File: src/rtl/tc8_pkg.sv
package tc8_pkg;
  localparam int RATIO_W = 3;
  localparam int PS_W    = 2 ** RATIO_W;
  localparam int CTRL_W  = RATIO_W + 3;

  typedef struct packed {
    logic               src_pin;
    logic               fall_edge;
    logic               ps_to_wdt;
    logic [RATIO_W-1:0] ratio;
  } tc_ctrl_t;

  localparam tc_ctrl_t CTRL_RST = '1;
endpackage

File: src/rtl/tc8_edge_sync.sv
module tc8_edge_sync #(
  parameter int STAGES = 2
) (
  input  logic clk,
  input  logic rst_n,
  input  logic pin_i,
  input  logic fall_sel_i,
  output logic edge_o
);
  logic [STAGES-1:0] chain;
  logic              lvl_prev;
  logic              lvl;

  always_ff @(posedge clk) begin
    if (!rst_n) begin
      chain    <= '0;
      lvl_prev <= 1'b0;
    end else begin
      chain    <= {chain[STAGES-2:0], pin_i};
      lvl_prev <= lvl;
    end
  end

  assign lvl    = chain[STAGES-1];
  assign edge_o = fall_sel_i ? (lvl_prev & ~lvl) : (lvl & ~lvl_prev);
endmodule

File: src/rtl/tc8_prescaler.sv
module tc8_prescaler
  import tc8_pkg::*;
#(
  parameter int W = PS_W
) (
  input  logic               clk,
  input  logic               rst_n,
  input  logic               evt_i,
  input  logic               clr_i,
  input  logic [RATIO_W-1:0] ratio_i,
  output logic               out_o
);
  logic [W-1:0] pcnt;

  function automatic logic at_terminal(input logic [W-1:0] c, input logic [RATIO_W-1:0] r);
    logic hit;
    hit = 1'b1;
    for (int i = 0; i < W; i++) begin
      if (i <= int'(r)) hit = hit & c[i];
    end
    return hit;
  endfunction

  always_ff @(posedge clk) begin
    if (!rst_n)     pcnt <= '0;
    else if (clr_i) pcnt <= '0;
    else if (evt_i) pcnt <= pcnt + 1'b1;
  end

  assign out_o = evt_i & at_terminal(pcnt, ratio_i);
endmodule

File: src/rtl/tc8_counter.sv
module tc8_counter #(
  parameter int W     = 8,
  parameter int STALL = 2
) (
  input  logic         clk,
  input  logic         rst_n,
  input  logic         evt_i,
  input  logic         tick_i,
  input  logic         wr_i,
  input  logic [W-1:0] wd_i,
  output logic [W-1:0] count_o,
  output logic         ovf_o,
  output logic         hold_o
);
  localparam int SW = $clog2(STALL + 1);

  logic [SW-1:0] stall_q;
  logic [W-1:0]  cnt_q;
  logic          ovf_q;

  function automatic logic wraps(input logic [W-1:0] c);
    return &c;
  endfunction

  always_ff @(posedge clk) begin
    if (!rst_n) begin
      cnt_q   <= '0;
      stall_q <= '0;
      ovf_q   <= 1'b0;
    end else begin
      ovf_q <= 1'b0;
      if (wr_i) begin
        cnt_q   <= wd_i;
        stall_q <= SW'(STALL);
      end else begin
        if (stall_q != '0 && tick_i) stall_q <= stall_q - 1'b1;
        if (evt_i && stall_q == '0) begin
          cnt_q <= cnt_q + 1'b1;
          ovf_q <= wraps(cnt_q);
        end
      end
    end
  end

  assign hold_o  = (stall_q != '0);
  assign count_o = cnt_q;
  assign ovf_o   = ovf_q;
endmodule

File: src/rtl/evt_timer8.sv
module evt_timer8
  import tc8_pkg::*;
#(
  parameter int CNT_W       = 8,
  parameter int SYNC_STAGES = 2,
  parameter int WR_STALL    = 2
) (
  input  logic              clk,
  input  logic              rst_n,
  input  logic              ctrl_we_i,
  input  logic [CTRL_W-1:0] ctrl_d_i,
  output logic [CTRL_W-1:0] ctrl_q_o,
  input  logic              tick_i,
  input  logic              ext_pin_i,
  input  logic              wdt_evt_i,
  input  logic              wr_en_i,
  input  logic [CNT_W-1:0]  wr_data_i,
  output logic [CNT_W-1:0]  count_o,
  output logic              ovf_o,
  output logic              wdt_tap_o
);
  tc_ctrl_t ctrl_q;
  logic     pin_edge;
  logic     src_evt;
  logic     ps_in;
  logic     ps_tick;
  logic     ps_clr;
  logic     cnt_evt;
  logic     cnt_hold;
  logic     tap_q;

  always_ff @(posedge clk) begin
    if (!rst_n)         ctrl_q <= CTRL_RST;
    else if (ctrl_we_i) ctrl_q <= tc_ctrl_t'(ctrl_d_i);
  end

  tc8_edge_sync #(.STAGES(SYNC_STAGES)) u_sync (
    .clk       (clk),
    .rst_n     (rst_n),
    .pin_i     (ext_pin_i),
    .fall_sel_i(ctrl_q.fall_edge),
    .edge_o    (pin_edge)
  );

  assign src_evt = ctrl_q.src_pin ? pin_edge : tick_i;
  assign ps_in   = ctrl_q.ps_to_wdt ? wdt_evt_i : src_evt;
  assign ps_clr  = wr_en_i & ~ctrl_q.ps_to_wdt;

  tc8_prescaler #(.W(PS_W)) u_ps (
    .clk    (clk),
    .rst_n  (rst_n),
    .evt_i  (ps_in),
    .clr_i  (ps_clr),
    .ratio_i(ctrl_q.ratio),
    .out_o  (ps_tick)
  );

  assign cnt_evt = ctrl_q.ps_to_wdt ? src_evt : ps_tick;

  tc8_counter #(.W(CNT_W), .STALL(WR_STALL)) u_cnt (
    .clk    (clk),
    .rst_n  (rst_n),
    .evt_i  (cnt_evt),
    .tick_i (tick_i),
    .wr_i   (wr_en_i),
    .wd_i   (wr_data_i),
    .count_o(count_o),
    .ovf_o  (ovf_o),
    .hold_o (cnt_hold)
  );

  always_ff @(posedge clk) begin
    if (!rst_n) tap_q <= 1'b0;
    else        tap_q <= ctrl_q.ps_to_wdt & ps_tick;
  end

  assign wdt_tap_o = tap_q;
  assign ctrl_q_o  = ctrl_q;
endmodule

File: config.mk
export PLATFORM = sky130hd
export DESIGN_NAME = evt_timer8
export DESIGN_NICKNAME = d
export VERILOG_FILES = /design/src/rtl/tc8_pkg.sv /design/src/rtl/tc8_edge_sync.sv /design/src/rtl/tc8_prescaler.sv /design/src/rtl/tc8_counter.sv /design/src/rtl/evt_timer8.sv
export SDC_FILE = /design/constraint.sdc
export NUM_CORES = 1
export LEC_CHECK = 0
export ABC_CLOCK_PERIOD_IN_PS = 2000
export BUFFER_PORTS_ARGS = -buffer_cell sky130_fd_sc_hd__buf_2
export CAP_MARGIN = 0
export CORE_ASPECT_RATIO = 0.9
export CORE_MARGIN = 2
export CORE_UTILIZATION = 40
export DETAILED_ROUTE_END_ITERATION = 12
export GPL_TIMING_DRIVEN = 0
export PLACE_DENSITY = 0.66
export SLEW_MARGIN = 25
export SYNTH_ARGS = -nofsm -noshare
export SYNTH_HDL_FRONTEND = slang
export SYNTH_SLANG_ARGS = --single-unit
File: constraint.sdc
create_clock -name clk -period 2 [get_ports clk]
set_input_delay 0.3 -clock clk [delete_from_list [all_inputs] [get_ports clk]]
set_output_delay 0.3 -clock clk [all_outputs]
set_load 0.03 [all_outputs]
==> reports/results.tsv <==
metric	value	unit
outcome	finished, final reports clean	
Max Root-Sink Buffers	2	
Initial Util	41.6	%
Crit. End Element	register	
Synth Instances	156	
synth unique cells	37	
min-delay worst type	input pin to register	
highest routed layer	met4	
clock sink count	29	
wl on met1	1420	um
Synth Area in XOR/XNOR	8.78	%
Adder-Cell Fraction of Synth Area	2.69	%
Clock Pin Slew Worst Setup and Hold Paths	0.06	ns
placer congestion estimate	0.822	
GRT Total Usage	16.0	%
syn_area_per_cell	8.95	sq um
Seq/Total Area, Yosys	41.6	%
CTS tree	done	
most common cell in the netlist	dfxtp_1	
H-tree Lvls	2	
first-pass GRT wire length	4810	um
crit path kind	register to register	
DR vias	1228	
post-synth top area cell	dfxtp_1	
DIE AREA	3980	sq um
die height	60.1	um
routed vias/inst	5.05	
Synth top area share	41.6	%
clock skew	0.00564	ns
vias in the first global route	1126	
crit share post-route	93.7	%
post-route insts no fill	243	
#FFs+latches synth	29	
mux contribution to synthesized area	5.73	%
Antenna Cells	0	
worst-path cell chain	ha_2 > nand2_1 > a211o_1 > o21ai_4 > nand4_4 > nor2b_4 > a211o_1	
leading post-synthesis cells by cell area	dfxtp_1 42%, xor2_1 6.9%, mux2i_1 5.7%, nand2_1 5.1%, o21ai_0 3.2%	
post-synthesis compound-gate area fraction	12.2	%
layout cells sized above 1	27.1	%
Met3 Routed Length	151	um
CTS Buf Count	5	
critical path's slowest cell	dfxtp_1	
DRC	0	
Leak	0.760	nW
Synth Area in Simple Gates	25.7	%
chip width	66.3	um
Worst path max stage delay	0.39	ns
clk_lat worst skew	0.28	ns
min setup slack post-route	0.126	ns
Synth Flop Type	dfxtp_1	
RSZ-0062 raised after global routing	no	
Post-CTS Setup Bufs	0	
IO Pins	37	
syn nets	180	
worst-path maximum fanout	5	
Post-DP HPWL	2200	um
largest net degree at the start of global routing	11	
pwr/cell area	785	nW/um^2
DR iter-0 viols	32	
relative slew slack	61.6	%
drt total wl	2860	um
core area	3350	sq um
Worst Path Required	2.16	ns
Inst Count DP	235	
Area Growth Syn to Fin	23.9	%
Synth async-reset ratio	0	%
largest family of logic cells by synthesized area	simple AND/OR/NAND/NOR gates	
# Max-Cap Violations	0	
Max Slew Vio Count	0	
Antenna Violating Nets Remaining	0	
Critical Path Source Type	register	
Root Buffer	clkbuf_8	
f_max	534	MHz
DRT Pass-1 Iters	4	
Synth top cells by count	29 x dfxtp_1, 19 x nand2_1, 11 x nor2_1, 11 x xor2_1, 9 x o21ai_0	
Final Hold Viols	0	
Place WS	0.0655	ns
reg2reg setup slack	0.13	ns
Worst EP arrival	2.04	ns
Worst-Margin Slew	0.572	ns
setup TNS	0	ns
met2 wire len	1250	um
I/O Buffers	35	
mean routed wirelength per cell	11.8	um
number of synthesized flops with an enable pin	0	
Tmin final	1.87	ns
gr ovfl total	0	
# setup viols final	0	
yosys warns	0	
crit-path most repeated cell	a211o_1	
Max VDD drop	0.372	mV
FP Rows	20	
antenna violations before repair	0	
final net count	222	
synthesized area	1400	sq um
-- report_power, final --
part	total (mW)	internal (mW)	leakage [nW]	switching [mW]
clock	0.531	0.310	0.0542	0.221
combinational	0.192	0.0772	0.468	0.115
sequential	0.635	0.606	0.238	0.0288
-- per-stage QoR --
step	hold WS (ns)	power, mW	cell area [sq um]	utilization [%]
after detailed placement	0.434	0.841	1630	48.5
final	0.228	1.36	1730	51.6
after global placement	0.424	0.833	1630	48.5
after global routing	0.236	1.42	1730	51.6
after floorplan	0.412	0.776	1400	-
after CTS	0.223	1.36	1730	51.5
-- state kept, by name (all words and copies together), names as in the netlist --
register and cells:
u_sync.chain 2, u_cnt.count_o 8, u_cnt.stall_q 2, u_ps.pcnt 8
ctrl_q_o 6, u_cnt.ovf_o 1, wdt_tap_o 1, u_sync.lvl_prev 1
-- layout by cell type (no fill, tap or decap), types with 4 or more instances in the layout --
master    netlist  routed
nor2_1         11      11
dfxtp_1        29      29
inv_1           5       5
mux2i_1         8       8
and3_1          5       5
clkbuf_8        0       7
a21oi_1         4       4
nand3_1         5       5
buf_2           1      36
nand4_1         7       7
xor2_1         11      11
nand2_1        19      19
o21ai_0         9       9
clkbuf_1        4       4
-- area by class of cell --
class	count	area, sq um
Inverter	5	18.8
Multi-Input combinational cell	116	772
Fill cell	327	1620
Clock buffer	7	96.3
Clock inverter	1	5.00
Buffer	6	27.5
Timing Repair Buffer	35	175
Sequential cell	29	581
Tap cell	44	55.1
-- kinds of logic after synthesis --
group                      after synthesis
muxes                                    8
xor gates and xnor gates                14
and+or+nand+nor                         65
buffers and inverters                   11
adders and majority gates                3
DFF                                     29
AOI/OAI and AO/OA                       26
-- per-layer routing --
| layer | up-vias | track usage (%) |
|---|---|---|
| met1 | 569 | 20.2 |
| met3 | 5 | 4.90 |
| met4 | 0 | 7.00 |
| met5 | - | 0 |
| li1 | 626 | - |
| met2 | 28 | 25.6 |
-- worst max-delay path, delay by kind of cell, from the launching register on --
family	cells	cell delay (ns)
compound gates	3	0.76
flops	1	0.39
simple gates	3	0.36
fa+ha+maj	1	0.25
-- path summary, 6_finish.rpt --
| kind | to | from | cells past startpoint |
|---|---|---|---|
| worst min-delay path | u_sync.chain[0] | ext_pin_i | 2 |
| worst max register to register | u_cnt.count_o[7] | u_ps.pcnt[0] | 7 |
| worst max-delay path | u_cnt.count_o[7] | u_ps.pcnt[0] | 7 |
| worst min register to register | u_sync.chain[1] | u_sync.chain[0] | 1 |
-- repair_timing --
item / in CTS / in global routing
hold buffers: 0 / 0
setup endpoints to repair: 0 / 2
resized for setup: 0 / 1
(Power assumes the default switching activity.)
